### src/rtl/sram_seq_pkg.sv
package sram_seq_pkg;

  typedef enum logic [2:0] {
    S_IDLE,
    S_TURN,
    S_RACC,
    S_WSET,
    S_WPUL,
    S_WHOLD,
    S_DONE
  } seqState_t;

  // Strobes from control to datapath; pin fields are next-cycle pin levels
  typedef struct packed {
    logic load;
    logic capture;
    logic csN;
    logic oeN;
    logic weN;
    logic dqEn;
  } seqStrobes_t;

  function automatic int cdiv(input int num, input int den);
    return (num + den - 1) / den;
  endfunction

  function automatic int imax(input int a, input int b);
    return (a > b) ? a : b;
  endfunction

endpackage

### src/rtl/seq_phase_timer.sv
module seq_phase_timer #(
  parameter int CNT_W = 3
) (
  input  logic             clk,
  input  logic             rstN,
  input  logic             load,
  input  logic [CNT_W-1:0] loadVal,
  output logic             zero
);

  logic [CNT_W-1:0] cnt;

  always_ff @(posedge clk or negedge rstN) begin
    if (!rstN)              cnt <= '0;
    else if (load)          cnt <= loadVal;
    else if (cnt != '0)     cnt <= cnt - 1'b1;
  end

  assign zero = (cnt == '0);

endmodule

### src/rtl/seq_ctrl.sv
module seq_ctrl
  import sram_seq_pkg::*;
#(
  parameter int ACC_CYC   = 7,
  parameter int PULSE_CYC = 5,
  parameter int HOLD_CYC  = 1,
  parameter int TURN_CYC  = 3,
  parameter int CNT_W     = 3
) (
  input  logic        clk,
  input  logic        rstN,
  input  logic        hostReq,
  input  logic        hostWrite,
  output logic        hostAck,
  output seqStrobes_t strb
);

  localparam int NUM_TMR = 4;
  localparam int T_ACC   = 0;
  localparam int T_PUL   = 1;
  localparam int T_HLD   = 2;
  localparam int T_TRN   = 3;

  seqState_t state, stateD;
  logic      lastWr;
  logic [NUM_TMR-1:0] tLoad, tZero;
  logic [CNT_W-1:0]   tVal [NUM_TMR];

  assign tVal[T_ACC] = CNT_W'(ACC_CYC - 1);
  assign tVal[T_PUL] = CNT_W'(PULSE_CYC - 1);
  assign tVal[T_HLD] = CNT_W'(HOLD_CYC - 1);
  assign tVal[T_TRN] = CNT_W'(TURN_CYC - 1);

  // One down-counter per phase
  generate
    for (genvar i = 0; i < NUM_TMR; i++) begin : g_timer
      seq_phase_timer #(.CNT_W(CNT_W)) u_tmr (
        .clk     (clk),
        .rstN    (rstN),
        .load    (tLoad[i]),
        .loadVal (tVal[i]),
        .zero    (tZero[i])
      );
    end
  endgenerate

  always_comb begin
    stateD = state;
    unique case (state)
      S_IDLE:  if (hostReq) begin
                 if (hostWrite)   stateD = S_WSET;
                 else if (lastWr) stateD = S_TURN;
                 else             stateD = S_RACC;
               end
      S_TURN:  stateD = S_RACC;
      S_RACC:  if (tZero[T_ACC]) stateD = S_DONE;
      S_WSET:  if (tZero[T_TRN]) stateD = S_WPUL;
      S_WPUL:  if (tZero[T_PUL]) stateD = S_WHOLD;
      S_WHOLD: if (tZero[T_HLD]) stateD = S_DONE;
      S_DONE:  stateD = S_IDLE;
      default: stateD = S_IDLE;
    endcase
  end

  always_comb begin
    tLoad[T_ACC] = (stateD == S_RACC)  && (state != S_RACC);
    tLoad[T_PUL] = (stateD == S_WPUL)  && (state != S_WPUL);
    tLoad[T_HLD] = (stateD == S_WHOLD) && (state != S_WHOLD);
    // turnaround window opens on the edge that raises output enable
    tLoad[T_TRN] = (state == S_RACC)   && (stateD != S_RACC);
  end

  always_comb begin
    strb.load    = (state == S_IDLE) && hostReq;
    strb.capture = (state == S_RACC) && tZero[T_ACC];
    strb.csN     = !(stateD inside {S_RACC, S_WSET, S_WPUL, S_WHOLD});
    strb.oeN     = (stateD != S_RACC);
    strb.weN     = (stateD != S_WPUL);
    strb.dqEn    = (stateD inside {S_WPUL, S_WHOLD});
  end

  always_ff @(posedge clk or negedge rstN) begin
    if (!rstN) begin
      state  <= S_IDLE;
      lastWr <= 1'b0;
    end else begin
      state <= stateD;
      if (state == S_WHOLD && stateD == S_DONE) lastWr <= 1'b1;
      else if (state == S_RACC && stateD == S_DONE) lastWr <= 1'b0;
    end
  end

  assign hostAck = (state == S_DONE);


  ack_single_chk: assert property (@(posedge clk) disable iff (!rstN)
    hostAck |=> !hostAck);


  no_accept_in_ack_chk: assert property (@(posedge clk) disable iff (!rstN)
    hostAck |=> (state == S_IDLE));


  turn_then_read_chk: assert property (@(posedge clk) disable iff (!rstN)
    (state == S_TURN) |=> (state == S_RACC));

endmodule

### src/rtl/seq_datapath.sv
module seq_datapath
  import sram_seq_pkg::*;
#(
  parameter int ADDR_W    = 15,
  parameter int DATA_W    = 8,
  parameter int PULSE_CYC = 5,
  parameter int TURN_CYC  = 3,
  parameter int CNT_W     = 3
) (
  input  logic              clk,
  input  logic              rstN,
  input  seqStrobes_t       strb,
  input  logic [ADDR_W-1:0] hostAddr,
  input  logic [DATA_W-1:0] hostWdata,
  output logic [DATA_W-1:0] hostRdata,
  output logic              memCsN,
  output logic              memOeN,
  output logic              memWeN,
  output logic [ADDR_W-1:0] memAddr,
  output logic [DATA_W-1:0] memDqOut,
  output logic              memDqEn,
  input  logic [DATA_W-1:0] memDqIn
);

  // Registered RAM strobes: no decode glitches reach the pins
  always_ff @(posedge clk or negedge rstN) begin
    if (!rstN) begin
      memCsN  <= 1'b1;
      memOeN  <= 1'b1;
      memWeN  <= 1'b1;
      memDqEn <= 1'b0;
    end else begin
      memCsN  <= strb.csN;
      memOeN  <= strb.oeN;
      memWeN  <= strb.weN;
      memDqEn <= strb.dqEn;
    end
  end

  always_ff @(posedge clk or negedge rstN) begin
    if (!rstN) begin
      memAddr   <= '0;
      memDqOut  <= '0;
      hostRdata <= '0;
    end else begin
      if (strb.load) begin
        memAddr  <= hostAddr;
        memDqOut <= hostWdata;
      end
      if (strb.capture) hostRdata <= memDqIn;
    end
  end

  // Checker-side counters
  logic [CNT_W-1:0] weLowCnt, oeHighCnt;

  always_ff @(posedge clk or negedge rstN) begin
    if (!rstN) begin
      weLowCnt  <= '0;
      oeHighCnt <= '1;
    end else begin
      if (memWeN)                weLowCnt <= '0;
      else if (weLowCnt != '1)   weLowCnt <= weLowCnt + 1'b1;
      if (!memOeN)               oeHighCnt <= '0;
      else if (oeHighCnt != '1)  oeHighCnt <= oeHighCnt + 1'b1;
    end
  end


  no_contention_chk: assert property (@(posedge clk) disable iff (!rstN)
    !(memDqEn && !memOeN));


  write_oe_high_chk: assert property (@(posedge clk) disable iff (!rstN)
    !memWeN |-> (memOeN && !memCsN && memDqEn));


  pulse_width_chk: assert property (@(posedge clk) disable iff (!rstN)
    $rose(memWeN) |-> (weLowCnt >= CNT_W'(PULSE_CYC)));


  addr_stable_chk: assert property (@(posedge clk) disable iff (!rstN)
    (!memCsN && $past(!memCsN)) |-> $stable(memAddr));


  turnaround_chk: assert property (@(posedge clk) disable iff (!rstN)
    $rose(memDqEn) |-> (oeHighCnt >= CNT_W'(TURN_CYC)));


  oe_needs_cs_chk: assert property (@(posedge clk) disable iff (!rstN)
    !memOeN |-> !memCsN);

endmodule

### src/rtl/async_sram_ctrl.sv
module async_sram_ctrl
  import sram_seq_pkg::*;
#(
  parameter int ADDR_W = 15,
  parameter int DATA_W = 8,
  parameter int CLK_NS = 10,
  parameter int AA_NS  = 70,   // address to data
  parameter int ACS_NS = 70,   // select to data
  parameter int AOE_NS = 35,   // output enable to data
  parameter int WP_NS  = 50,   // write pulse
  parameter int CW_NS  = 60,   // select to end of write
  parameter int AW_NS  = 60,   // address to end of write
  parameter int DW_NS  = 30,   // data setup to end of write
  parameter int WC_NS  = 70,   // write cycle
  parameter int OHZ_NS = 25    // outputs float after release
) (
  input  logic              clk,
  input  logic              rstN,
  input  logic              hostReq,
  input  logic              hostWrite,
  input  logic [ADDR_W-1:0] hostAddr,
  input  logic [DATA_W-1:0] hostWdata,
  output logic              hostAck,
  output logic [DATA_W-1:0] hostRdata,
  output logic              memCsN,
  output logic              memOeN,
  output logic              memWeN,
  output logic [ADDR_W-1:0] memAddr,
  output logic [DATA_W-1:0] memDqOut,
  output logic              memDqEn,
  input  logic [DATA_W-1:0] memDqIn
);

  localparam int ACC_CYC = imax(1, imax(cdiv(AA_NS, CLK_NS),
                                imax(cdiv(ACS_NS, CLK_NS), cdiv(AOE_NS, CLK_NS))));
  // one setup cycle already carries select and address
  localparam int PULSE_CYC = imax(1, imax(imax(cdiv(WP_NS, CLK_NS), cdiv(DW_NS, CLK_NS)),
                                  imax(cdiv(CW_NS, CLK_NS) - 1, cdiv(AW_NS, CLK_NS) - 1)));
  localparam int HOLD_CYC  = imax(1, cdiv(WC_NS, CLK_NS) - 1 - PULSE_CYC);
  localparam int TURN_CYC  = imax(1, cdiv(OHZ_NS, CLK_NS));
  localparam int MAX_CYC   = imax(imax(ACC_CYC, PULSE_CYC), imax(HOLD_CYC, TURN_CYC));
  localparam int CNT_W     = $clog2(MAX_CYC + 1);

  seqStrobes_t strb;

  seq_ctrl #(
    .ACC_CYC   (ACC_CYC),
    .PULSE_CYC (PULSE_CYC),
    .HOLD_CYC  (HOLD_CYC),
    .TURN_CYC  (TURN_CYC),
    .CNT_W     (CNT_W)
  ) u_ctrl (
    .clk       (clk),
    .rstN      (rstN),
    .hostReq   (hostReq),
    .hostWrite (hostWrite),
    .hostAck   (hostAck),
    .strb      (strb)
  );

  seq_datapath #(
    .ADDR_W    (ADDR_W),
    .DATA_W    (DATA_W),
    .PULSE_CYC (PULSE_CYC),
    .TURN_CYC  (TURN_CYC),
    .CNT_W     (CNT_W)
  ) u_dp (
    .clk       (clk),
    .rstN      (rstN),
    .strb      (strb),
    .hostAddr  (hostAddr),
    .hostWdata (hostWdata),
    .hostRdata (hostRdata),
    .memCsN    (memCsN),
    .memOeN    (memOeN),
    .memWeN    (memWeN),
    .memAddr   (memAddr),
    .memDqOut  (memDqOut),
    .memDqEn   (memDqEn),
    .memDqIn   (memDqIn)
  );

endmodule

### config.mk
export PLATFORM = sky130hd
export DESIGN_NAME = async_sram_ctrl
export DESIGN_NICKNAME = d
export VERILOG_FILES = /design/src/rtl/sram_seq_pkg.sv /design/src/rtl/seq_phase_timer.sv /design/src/rtl/seq_ctrl.sv /design/src/rtl/seq_datapath.sv /design/src/rtl/async_sram_ctrl.sv
export SDC_FILE = /design/constraint.sdc
export NUM_CORES = 1
export LEC_CHECK = 0
export BUFFER_PORTS_ARGS = -buffer_cell sky130_fd_sc_hd__buf_2
export CORE_MARGIN = 5
export CORE_UTILIZATION = 50
export DETAILED_ROUTE_END_ITERATION = 16
export PLACE_DENSITY_LB_ADDON = 0.08
export SKIP_LAST_GASP = 1
export SLEW_MARGIN = 20
export SYNTH_ARGS = -nofsm -noshare
export SYNTH_HDL_FRONTEND = slang
export SYNTH_SLANG_ARGS = --single-unit
### constraint.sdc
create_clock -name clk -period 2.3 [get_ports clk]
set_input_delay 0.23 -clock clk [delete_from_list [all_inputs] [get_ports clk]]
set_output_delay 0.23 -clock clk [all_outputs]
set_load 0.05 [all_outputs]
==> impl_metrics.tcl, run 1 <==
set metrics [dict create \
    status "completed" \
    synthMuxAreaShare_pct 16.08 \
    fin_setup_tns_ns 0 \
    cts-resized-gates 0 \
    synthFlopType "dfrtp_1" \
    viasPerCell 5.007 \
    crit_path_max_fanout 10 \
    cp.depth 7 \
    cts_tree "done" \
    hold_buffers 1 \
    hold_violations 0 \
    hp-class "in -> reg" \
    drive_above_1_share_pct 47.60 \
    crit_type "reg -> reg" \
    cts_buffers 5 \
    area_delta_synth_final_pct 22.80 \
    cp.arrival_ns 2.08 \
    finish.utilization_pct 62.99 \
    finalCritPeriodShare_pct 82.07 \
    core_mm2 0.004354 \
    grt_max_degree 28 \
    grt_pass1_vias 1503 \
    grt_overflow 0 \
    dieHeight_um 76.84 \
    synth_cells 174 \
    port_buffers 70 \
    yosys.area_share.simple_pct 10.03 \
    synth_area_per_cell_um2 12.84 \
    routabilityCongestion 0.7121 \
    std_cell_rows 24 \
    ys_seq_elements 51 \
    multi_input_area_um2 845.8 \
    syn_area_mm2 0.002233 \
    diodes 0 \
    synth-xor-area-share_pct 1.569 \
    start_util_pct 51.29 \
    synth_nets 217 \
    via_count 1512 \
    synth_compound_area_share_pct 5.714 \
    cts_buffer_depth 2 \
    cts_setup_buffers 0 \
    crit_slowest_cell "dfrtp_1" \
    netlist_top_cells_area "dfrtp_1, mux2_2, ha_1" \
    finClkSkew_ns 0.01135 \
    drv_slew 0 \
    finalNetCount 292 \
    routed_wl_um 3960 \
    cp_top_family "flip-flops" \
    ys_warn_count 0 \
    nFillCells 360 \
    relSlewSlack_pct 61.38 \
    ant_nets 0 \
    synth.most_common_cell "dfrtp_1" \
    maxCapViolations 0 \
    hold_depth 2 \
    cp-end-kind "flop" \
    htree_num_levels 2 \
    root_buffer "clkbuf_8" \
    yosysUniqueCellTypes 35 \
    critPathMaxStageDelay_ns 0.40 \
    netlist.area_leader.share_pct 53.78 \
    synth_edf_count 0 \
    first_iter_violations 103 \
    antenna_found_initial 0 \
    grt_pass1_wl_um 6920 \
    clock.fmax_mhz 529.8 \
    clkLatencyLatePin_ns 0.31 \
    hpwl_um 3010 \
    crit_buf_inv 2 \
    track_usage_pct 14.26 \
    ios 71 \
    dieArea_mm2 0.005904 \
    drc_errors 0 \
    worst_pin_slew_ns 0.5792 \
    synth_top_family_by_area "multiplexers" \
    avgRoutedWirePerCell_um 13.11 \
    yosysSeqAreaShare_pct 57.31 \
    hold_ws_ns 0.1459 \
    register_area_mm2 0.001280 \
    rsz0062_at_grt "no" \
    synthTopCellsByCount "dfrtp_1, mux2_2, inv_1, nor2_1, ha_1" \
    worstPathRequired_ns 2.49 \
    yosysTopAreaCell "dfrtp_1" \
    drt-pass1-iter-count 4 \
    crit_chain "inv_1 -> ha_1 -> ha_1 -> nor2b_1 -> nor2b_1 -> buf_4 -> mux2_2" \
    clock-sinks 51 \
    worstSetupStartpointType "flop" \
    yosys.area_share.adder_pct 4.482 \
    fp.dieW_um 76.84 \
    setup_viol 0 \
    reg2reg_depth 7 \
    path_clk_slew_ns 0.10 \
    timing.final.crit_period_ns 1.888 \
    async_reset_ff_share_pct 100.0 \
]
stage by stage:
stage               area, µm²  cells  setup slack (ns)
floorplan                2233    174            0.3697
global placement         2640    293            0.4775
detailed placement       2640    293            0.4236
CTS                      2743    302            0.3958
global route             2743    302            0.2599
finish                   2743    302            0.4123
per-layer routing:
metal	part of all wire (%)	vias to the layer above	global-route usage [%]
met5	0	-	0
met4	0.43	0	5.245
met3	9.1	4	5.504
met2	46	47	22.58
met1	44	723	17.60
li1	-	738	-
final cells by class:
| class | count | area share [%] |
|---|---|---|
| Sequential cell | 51 | 46.67 |
| Multi-Input combinational cell | 101 | 30.84 |
| Timing Repair Buffer | 75 | 14.69 |
| Clock buffer | 5 | 2.509 |
| Tap cell | 52 | 2.372 |
| Inverter | 15 | 2.053 |
| Clock inverter | 3 | 0.8668 |
layout by cell type, fill, tap and decap left out, types with 5 or more instances in the layout:
cell and count:
a21oi_1 5, buf_2 70, clkbuf_8 5, dfrtp_1 48, ha_1 8, inv_1 15, mux2_2 31, nor2_1 14
nor2b_1 5
final timing paths:
check	startpoint	to	slack (ns)
worst max-delay path	u_ctrl.g_timer[0].u_tmr.cnt[0]$_DFFE_PN0P_	u_dp.hostRdata[7]$_DFFE_PN0P_	0.41
worst min-delay path	hostWdata[6]	u_dp.memDqOut[6]$_DFFE_PN0P_	0.15
worst max register to register	u_ctrl.g_timer[0].u_tmr.cnt[0]$_DFFE_PN0P_	u_dp.hostRdata[7]$_DFFE_PN0P_	0.41
worst min register to register	u_ctrl.g_timer[3].u_tmr.cnt[1]$_DFFE_PN0P_	u_ctrl.g_timer[3].u_tmr.cnt[1]$_DFFE_PN0P_	0.50
max in group asynchronous	rstN	u_dp.memWeN$_DFF_PN1_	1.22
min in group asynchronous	rstN	u_dp.memDqOut[2]$_DFFE_PN0P_	0.45
cell families after synthesis:
family	Yosys count
flip-flops	51
XOR/XNOR	4
multiplexers	32
AND/OR/NAND/NOR	40
AO/OA/AOI/OAI	17
adder cells (fa/ha/maj)	8
buffers and inverters	22
worst reg2reg max path, delay by kind of cell, from the launching register on:
family	cells	cell delay, ns
flops	1	0.40
fa+ha+maj	2	0.40
simple gates	2	0.38
mux	1	0.34
buf+inv	2	0.25
flip-flops by register name, indices dropped and copies added (netlist names), 3 cells and up:
name / count
u_ctrl.state: 3
u_dp.memDqOut: 8
u_dp.memAddr: 15
u_ctrl.g_timer.u_tmr.cnt: 12
u_dp.hostRdata: 8
Power of run 1 is not shown: default switching activity piles up to over one toggle a cycle in this logic, so the estimate is an artifact.
==> run 2: changes to the inputs <==
--- a/config.mk
+++ b/config.mk
@@ -5,9 +5,10 @@
 export SDC_FILE = /design/constraint.sdc
 export NUM_CORES = 1
 export LEC_CHECK = 0
+export ABC_AREA = 1
 export BUFFER_PORTS_ARGS = -buffer_cell sky130_fd_sc_hd__buf_2
 export CORE_MARGIN = 5
-export CORE_UTILIZATION = 50
+export CORE_UTILIZATION = 46
 export DETAILED_ROUTE_END_ITERATION = 16
 export PLACE_DENSITY_LB_ADDON = 0.08
 export SKIP_LAST_GASP = 1
==> constraint.sdc (replaced) <==
create_clock -name clk -period 1.6 [get_ports clk]
set_input_delay 0.16 -clock clk [delete_from_list [all_inputs] [get_ports clk]]
set_output_delay 0.16 -clock clk [all_outputs]
set_load 0.05 [all_outputs]
==> run 2 against run 1 <==
  * Clock-buffer cell count rose by 2
  * Synthesized cell count rose by 23%
  * Clock skew fell by 0.0042 ns
  * Die area rose by 13%
  * Worst hold slack got worse by 0.094 ns
  * Via count rose by 6.7%
  * Critical path type is now reg -> out
  * Critical endpoint is now hostAck
==> impl_metrics.tcl, run 2 <==
set metrics [dict create \
    status "completed" \
    hold_depth 3 \
    yosysSeqAreaShare_pct 54.04 \
    drv_slew 0 \
    drc_errors 0 \
    finalNetCount 339 \
    ir_drop_uv 1415 \
    hold_violations 0 \
    drt-pass1-iter-count 4 \
    finClkSkew_ns 0.007176 \
    worst_pin_slew_ns 0.4896 \
    clkLatencyLatePin_ns 0.30 \
    maxCapViolations 0 \
    reg2reg_depth 9 \
    antenna_found_initial 0 \
    netlist.area_leader.share_pct 50.71 \
    ant_nets 0 \
    synth_nets 257 \
    synth.most_common_cell "dfrtp_1" \
    clock.fmax_mhz 655.3 \
    root_buffer "clkbuf_8" \
    grt_pass1_vias 1679 \
    via_count 1613 \
    p_leak_nw 1.640 \
    area_delta_synth_final_pct 25.15 \
    crit_slowest_cell "dfrtp_1" \
    largestRegisters "u_dp.memAddr x15, u_ctrl.g_timer.u_tmr.cnt x12" \
    grt_pass1_wl_um 7693 \
    worstSetupStartpointType "flop" \
    netlist_top_cells_area "dfrtp_1, mux2_4, nand2_1" \
    relSlewSlack_pct 67.36 \
    port_buffers 70 \
    first_iter_violations 32 \
    cp-end-kind "output pin" \
    grt_max_degree 31 \
    nFillCells 456 \
    yosysTopAreaCell "dfrtp_1" \
    layout_commonest_cell "buf_2" \
    power_density_mw_per_mm2 2419 \
    synthFlopType "dfrtp_1" \
    routabilityCongestion 0.7805 \
    std_cell_rows 26 \
    cp.arrival_ns 1.37 \
    multi_input_area_um2 955.9 \
    cts_tree "done" \
    setup_viol 0 \
    synth_edf_count 0 \
    top_register "u_dp.memAddr" \
    path_clk_slew_ns 0.10 \
    dieHeight_um 81.76 \
    drive_above_1_share_pct 46.46 \
    final_cell_mix "buf_2, dfrtp_1, nand2_1" \
    dieArea_mm2 0.006684 \
    rsz0062_at_grt "yes" \
    finish.utilization_pct 58.78 \
    crit_path_max_fanout 4 \
    timing.final.crit_period_ns 1.526 \
    dpl_cell_area_mm2 0.002846 \
    fin_setup_tns_ns 0 \
    yosysUniqueCellTypes 24 \
    crit_chain "buf_4 -> inv_1 -> nor3_2 -> buf_2" \
    ios 71 \
    largest_reg_flops 15 \
    register_area_mm2 0.001280 \
    viasPerCell 4.395 \
    synth_area_per_cell_um2 11.07 \
    critPathMaxStageDelay_ns 0.40 \
    core_mm2 0.005042 \
    diodes 0 \
    worstPathRequired_ns 1.44 \
    htree_num_levels 2 \
    ys_warn_count 0 \
    ys_seq_elements 51 \
    final_cell_area_mm2 0.002964 \
    fp.dieW_um 81.76 \
    track_usage_pct 15.20 \
    avgRoutedWirePerCell_um 12.35 \
    start_util_pct 46.97 \
    hp-class "in -> reg" \
    cts_buffer_depth 2 \
    hold_ws_ns 0.05151 \
    async_reset_ff_share_pct 100.0 \
    grt_overflow 0 \
    synth_cells 214 \
    cts_setup_buffers 0 \
    cts_buffers 5 \
    syn_area_mm2 0.002369 \
    synthTopCellsByCount "dfrtp_1, nand2_1, inv_1, mux2_4, nor2_1" \
    crit_type "reg -> out" \
    finalCritPeriodShare_pct 95.38 \
    routed_wl_um 4534 \
    clock-sinks 51 \
    hpwl_um 3403 \
]
-- run 2: cell count changes in the layout (fill, tap and decap cells not counted), sizes merged, moves of 4 or more --
cell   previous run  this run
a21oi             5         1
inv              16        32
mux2             31        23
nand2             4        47
nand3             1        14
nor2             14        21
nor2b             5         0
o21ai             2         7
-- run 2: worst paths after layout --
path	start	endpoint	slack [ns]
hold / removal	memDqIn[7]	u_dp.hostRdata[7]$_DFFE_PN0P_	0.05
min in group asynchronous	rstN	u_dp.memAddr[3]$_DFFE_PN0P_	0.34
setup reg to reg	u_ctrl.g_timer[1].u_tmr.cnt[0]$_DFFE_PN0P_	u_ctrl.g_timer[0].u_tmr.cnt[0]$_DFFE_PN0P_	0.12
max in group asynchronous	rstN	u_ctrl.g_timer[1].u_tmr.cnt[1]$_DFFE_PN0P_	0.72
hold reg to reg	u_dp.hostRdata[2]$_DFFE_PN0P_	u_dp.hostRdata[2]$_DFFE_PN0P_	0.47
setup / recovery	u_ctrl.state[1]$_DFF_PN0_	hostAck	0.07
-- run 2: per-layer routing --
layer | part of all wire [%] | GRT usage, % | up-vias
li1 | - | - | 833
met5 | 0 | 0 | -
met3 | 6.3 | 5.044 | 4
met1 | 45 | 19.05 | 733
met2 | 48 | 24.96 | 43
met4 | 0.82 | 4.485 | 0
-- run 2: worst max-delay path: cells and delay by family, from the launching register on --
kind / cells / cell delay, ns
buffers and inverters: 3 / 0.52
DFF: 1 / 0.40
and+or+nand+nor: 1 / 0.16
-- run 2: stage by stage --
stage | power [W] | setup slack [ns] | instances
2_1_floorplan | 0.005536 | 0.1679 | 214
3_3_place_gp | 0.006375 | 0.1100 | 358
3_5_place_dp | 0.006421 | 0.06184 | 358
4_1_cts | 0.007235 | 0.04425 | 367
5_1_grt | 0.007632 | -0.007848 | 367
6_report | 0.007171 | 0.07394 | 367
-- run 2: area by class of cell --
type,instances,share of cell area [%]
tap,70,2.955
inverter,32,4.052
clock inverter,1,0.2955
clock buffer,7,2.913
timing repair buffer,78,14.35
sequential,51,43.18
multi-input combinational,128,32.25
-- run 2: timing repair --
action / in CTS / in global routing
setup endpoints to repair: 0 / 12
hold endpoints to repair: 18 / 0
resized for setup: 0 / 5
hold buffers: 1 / 0
-- run 2: power by group --
part           total, W  switching [W]  leakage, nW  internal (W)
Combinational   0.00411        0.00279        0.987       0.00132
Sequential      0.00227       0.000335        0.604       0.00194
Clock          0.000788       0.000433       0.0484      0.000356
-- run 2: cells by family after synthesis --
| group | synth area share (%) |
|---|---|
| flip-flops | 54.04 |
| multiplexers | 14.10 |
| AO/OA/AOI/OAI | 2.535 |
| adder cells (fa/ha/maj) | 4.226 |
| buffers and inverters | 6.339 |
| AND/OR/NAND/NOR | 18.38 |
| XOR/XNOR | 0.3699 |
Power figures use the tool's default switching activity.
==> run 3: changes to the inputs <==
--- a/config.mk
+++ b/config.mk
@@ -8,11 +8,12 @@
 export ABC_AREA = 1
 export BUFFER_PORTS_ARGS = -buffer_cell sky130_fd_sc_hd__buf_2
 export CORE_MARGIN = 5
-export CORE_UTILIZATION = 46
+export CORE_UTILIZATION = 47
 export DETAILED_ROUTE_END_ITERATION = 16
 export PLACE_DENSITY_LB_ADDON = 0.08
 export SKIP_LAST_GASP = 1
 export SLEW_MARGIN = 20
 export SYNTH_ARGS = -nofsm -noshare
 export SYNTH_HDL_FRONTEND = slang
+export SYNTH_HIERARCHICAL = 1
 export SYNTH_SLANG_ARGS = --single-unit
==> run 3 against run 2 <==
  * The flow now finishes with violations (setup timing)
  * Critical path type is now reg -> reg
  * Clock skew down 0.0030 ns
  * Clock-buffer cell count unchanged
  * Wire length up 24%
  * Critical path depth up 12
  * Clock power down 2%
  * First-iteration DRC count up 120%
==> impl_metrics.tcl, run 3 <==
set metrics [dict create \
    start_util_pct 49.18 \
    synthTopCellsByCount "nand2_1, dfrtp_1, inv_1, inv_2, o21ai_0" \
    synth.most_common_cell "nand2_1" \
    crit_path_max_fanout 8 \
    clock-sinks 51 \
    worstSetupStartpointType "flop" \
    grt_pass1_vias 2111 \
    crit_buf_inv 4 \
    path_clk_slew_ns 0.09 \
    timing.final.crit_period_ns 1.768 \
    synthFlopType "dfrtp_1" \
    finalCritPeriodShare_pct 110.5 \
    worstHoldStart "hostWdata[7]" \
    async_reset_ff_share_pct 100.0 \
    synth_area_per_cell_um2 7.924 \
    cp.arrival_ns 2.01 \
    final_cell_mix "nand2_1, buf_2, dfrtp_1" \
    ant_nets 0 \
    p_total_w 0.008311 \
    hp-class "in -> reg" \
    r2r-end "u_ctrl/g_timer[0].u_tmr/cnt[1]$_DFFE_PN0P_" \
    clkLatencyLatePin_ns 0.30 \
    crit_type "reg -> reg" \
    layout_commonest_cell "nand2_1" \
    core_mm2 0.005172 \
    final_cell_area_mm2 0.003490 \
    finalNetCount 483 \
    routabilityCongestion 0.7824 \
    min_to "u_dp/memDqOut[7]$_DFFE_PN0P_" \
    cp_top_family "simple AND/OR/NAND/NOR gates" \
    synth_edf_count 0 \
    drv_slew 0 \
    dieArea_mm2 0.006983 \
    ios 71 \
    antenna_found_initial 0 \
    grt_max_degree 27 \
    first_iter_violations 70 \
    routed_wl_um 5633 \
    top_register "u_dp/memAddr" \
    diodes 0 \
    violations "setup timing" \
    via_count 2231 \
    grt_pass1_wl_um 9459 \
    ir_drop_uv 1269 \
    r2r_start "u_ctrl/g_timer[3].u_tmr/cnt[0]$_DFFE_PN0P_" \
    fp.dieW_um 83.57 \
    avgRoutedWirePerCell_um 11.02 \
    crit_chain "inv_2 -> ha_4 -> inv_2 -> nor2_4 -> buf_6 -> nand3_4 -> nand2_2 -> inv_2 -> nand2_2 -> nand2_2 -> nand3_2 -> nor2_4 -> nand2_1 -> o21ai_1 -> nand2_1 -> nand2_1" \
    synth_cells 321 \
    port_buffers 70 \
    dieHeight_um 83.57 \
    p_leak_nw 1.979 \
    track_usage_pct 16.19 \
    ys_seq_elements 51 \
    std_cell_rows 26 \
    cts_tree "done" \
    htree_num_levels 2 \
    grt_overflow 0 \
    finClkSkew_ns 0.004138 \
    root_buffer "clkbuf_8" \
    cp-end-kind "flop" \
    crit_path_start "u_ctrl/g_timer[3].u_tmr/cnt[0]$_DFFE_PN0P_" \
    worstPathRequired_ns 1.85 \
    maxCapViolations 0 \
    cts_buffer_depth 2 \
    viasPerCell 4.366 \
    cp.depth 16 \
    dpl_worst_slack_ns -0.1785 \
    drive_above_1_share_pct 40.82 \
    ys_warn_count 6 \
    hold_depth 3 \
    yosysUniqueCellTypes 25 \
    drc_errors 0 \
    dpl_cell_area_mm2 0.003197 \
    power_density_mw_per_mm2 2382 \
    area_delta_synth_final_pct 37.19 \
    reg2reg_depth 16 \
    largest_reg_flops 15 \
    netlist_top_cells_area "dfrtp_1, nand2_1, inv_1" \
    cts_buffers 5 \
    syn_area_mm2 0.002544 \
    reg2reg_slack_ns -0.17 \
    drt-pass1-iter-count 4 \
    hpwl_um 4037 \
    setup_viol 3 \
    clock.fmax_mhz 565.5 \
    timing.final.ws_setup_ns -0.1684 \
    crit_slowest_cell "dfrtp_1" \
    yosysSeqAreaShare_pct 50.32 \
    hold_violations 0 \
    critPathMaxStageDelay_ns 0.37 \
    largestRegisters "u_dp/memAddr x15, u_ctrl/g_timer.u_tmr/cnt x12" \
    netlist.area_leader.share_pct 47.22 \
    yosysTopAreaCell "dfrtp_1" \
    status "finished with violations" \
    rsz0062_at_grt "yes" \
]
==> run 3: cell types whose count changed after synthesis, moves of 4 or more <==
| cell | change |
|---|---|
| inv_2 | +5 |
| mux2_4 | -20 |
| nand2_1 | +122 |
| nand3_1 | -6 |
| nor2_1 | -6 |
| nor2_2 | +5 |
| nor2_4 | -4 |
==> run 3: logic make-up after synthesis <==
logic type	share of synthesized area, %
simple gates	33.64
flops	50.32
buf+inv	8.903
compound gates	2.558
fa+ha+maj	3.935
other cells	0.2952
xor+xnor	0.3444
==> run 3: final cells by class <==
cell class,count,area [µm²]
Timing Repair Buffer,110,693.2
Sequential cell,51,1282
Clock inverter,1,8.758
Tap cell,70,87.58
Inverter,40,153.9
Clock buffer,7,86.33
Fill cell,440,1683
Multi-Input combinational cell,232,1177
==> run 3: tightest hold or removal path, delay by kind of cell <==
family	cells	cell delay [ns]
simple gates	2	0.09
buf+inv	1	0.07
==> run 3: repair_timing <==
item,CTS,global route
hold endpoints to repair,8,0
pin swaps,12,16
endpoints found under the setup margin,7,22
hold buffers,1,0
gates resized for setup,10,29
buffers inserted,4,9
gates cloned,0,0
==> run 3: power breakdown <==
group          total (W)  switching [W]  internal (W)
Combinational    0.00516        0.00337       0.00179
Sequential       0.00238       0.000437       0.00194
Clock           0.000774       0.000419      0.000355
Total            0.00831        0.00422       0.00409
==> run 3: worst max-delay path by stage <==
stage	end	slack, ns
2_1_floorplan	u_ctrl/g_timer[0].u_tmr/cnt[0]$_DFFE_PN0P_	-0.04
3_3_place_gp	u_ctrl/g_timer[0].u_tmr/cnt[1]$_DFFE_PN0P_	-0.13
3_5_place_dp	u_ctrl/g_timer[0].u_tmr/cnt[0]$_DFFE_PN0P_	-0.18
4_1_cts	u_ctrl/g_timer[0].u_tmr/cnt[1]$_DFFE_PN0P_	-0.12
5_1_grt	u_ctrl/g_timer[0].u_tmr/cnt[1]$_DFFE_PN0P_	-0.32
6_report	u_ctrl/g_timer[0].u_tmr/cnt[1]$_DFFE_PN0P_	-0.17
==> run 3: through the flow <==
step	hold slack, ns	TNS (ns)	utilization (%)	std cells
final	0.05238	-0.3764	67.46	511
after global placement	0.06634	-0.3863	61.80	490
after global routing	0.04911	-0.9226	67.46	511
after detailed placement	0.07020	-0.6621	61.80	490
after floorplan	-0.1356	-0.08820	-	331
after CTS	0.04021	-0.3026	64.97	503
==> run 3: metal layers <==
layer / vias up / global-route usage (%) / wire [µm]
li1: 1180 / - / -
met3: 5 / 4.442 / 337
met1: 995 / 20.09 / 2444
met4: 0 / 4.386 / 52
met5: - / 0 / 0
met2: 51 / 27.69 / 2797
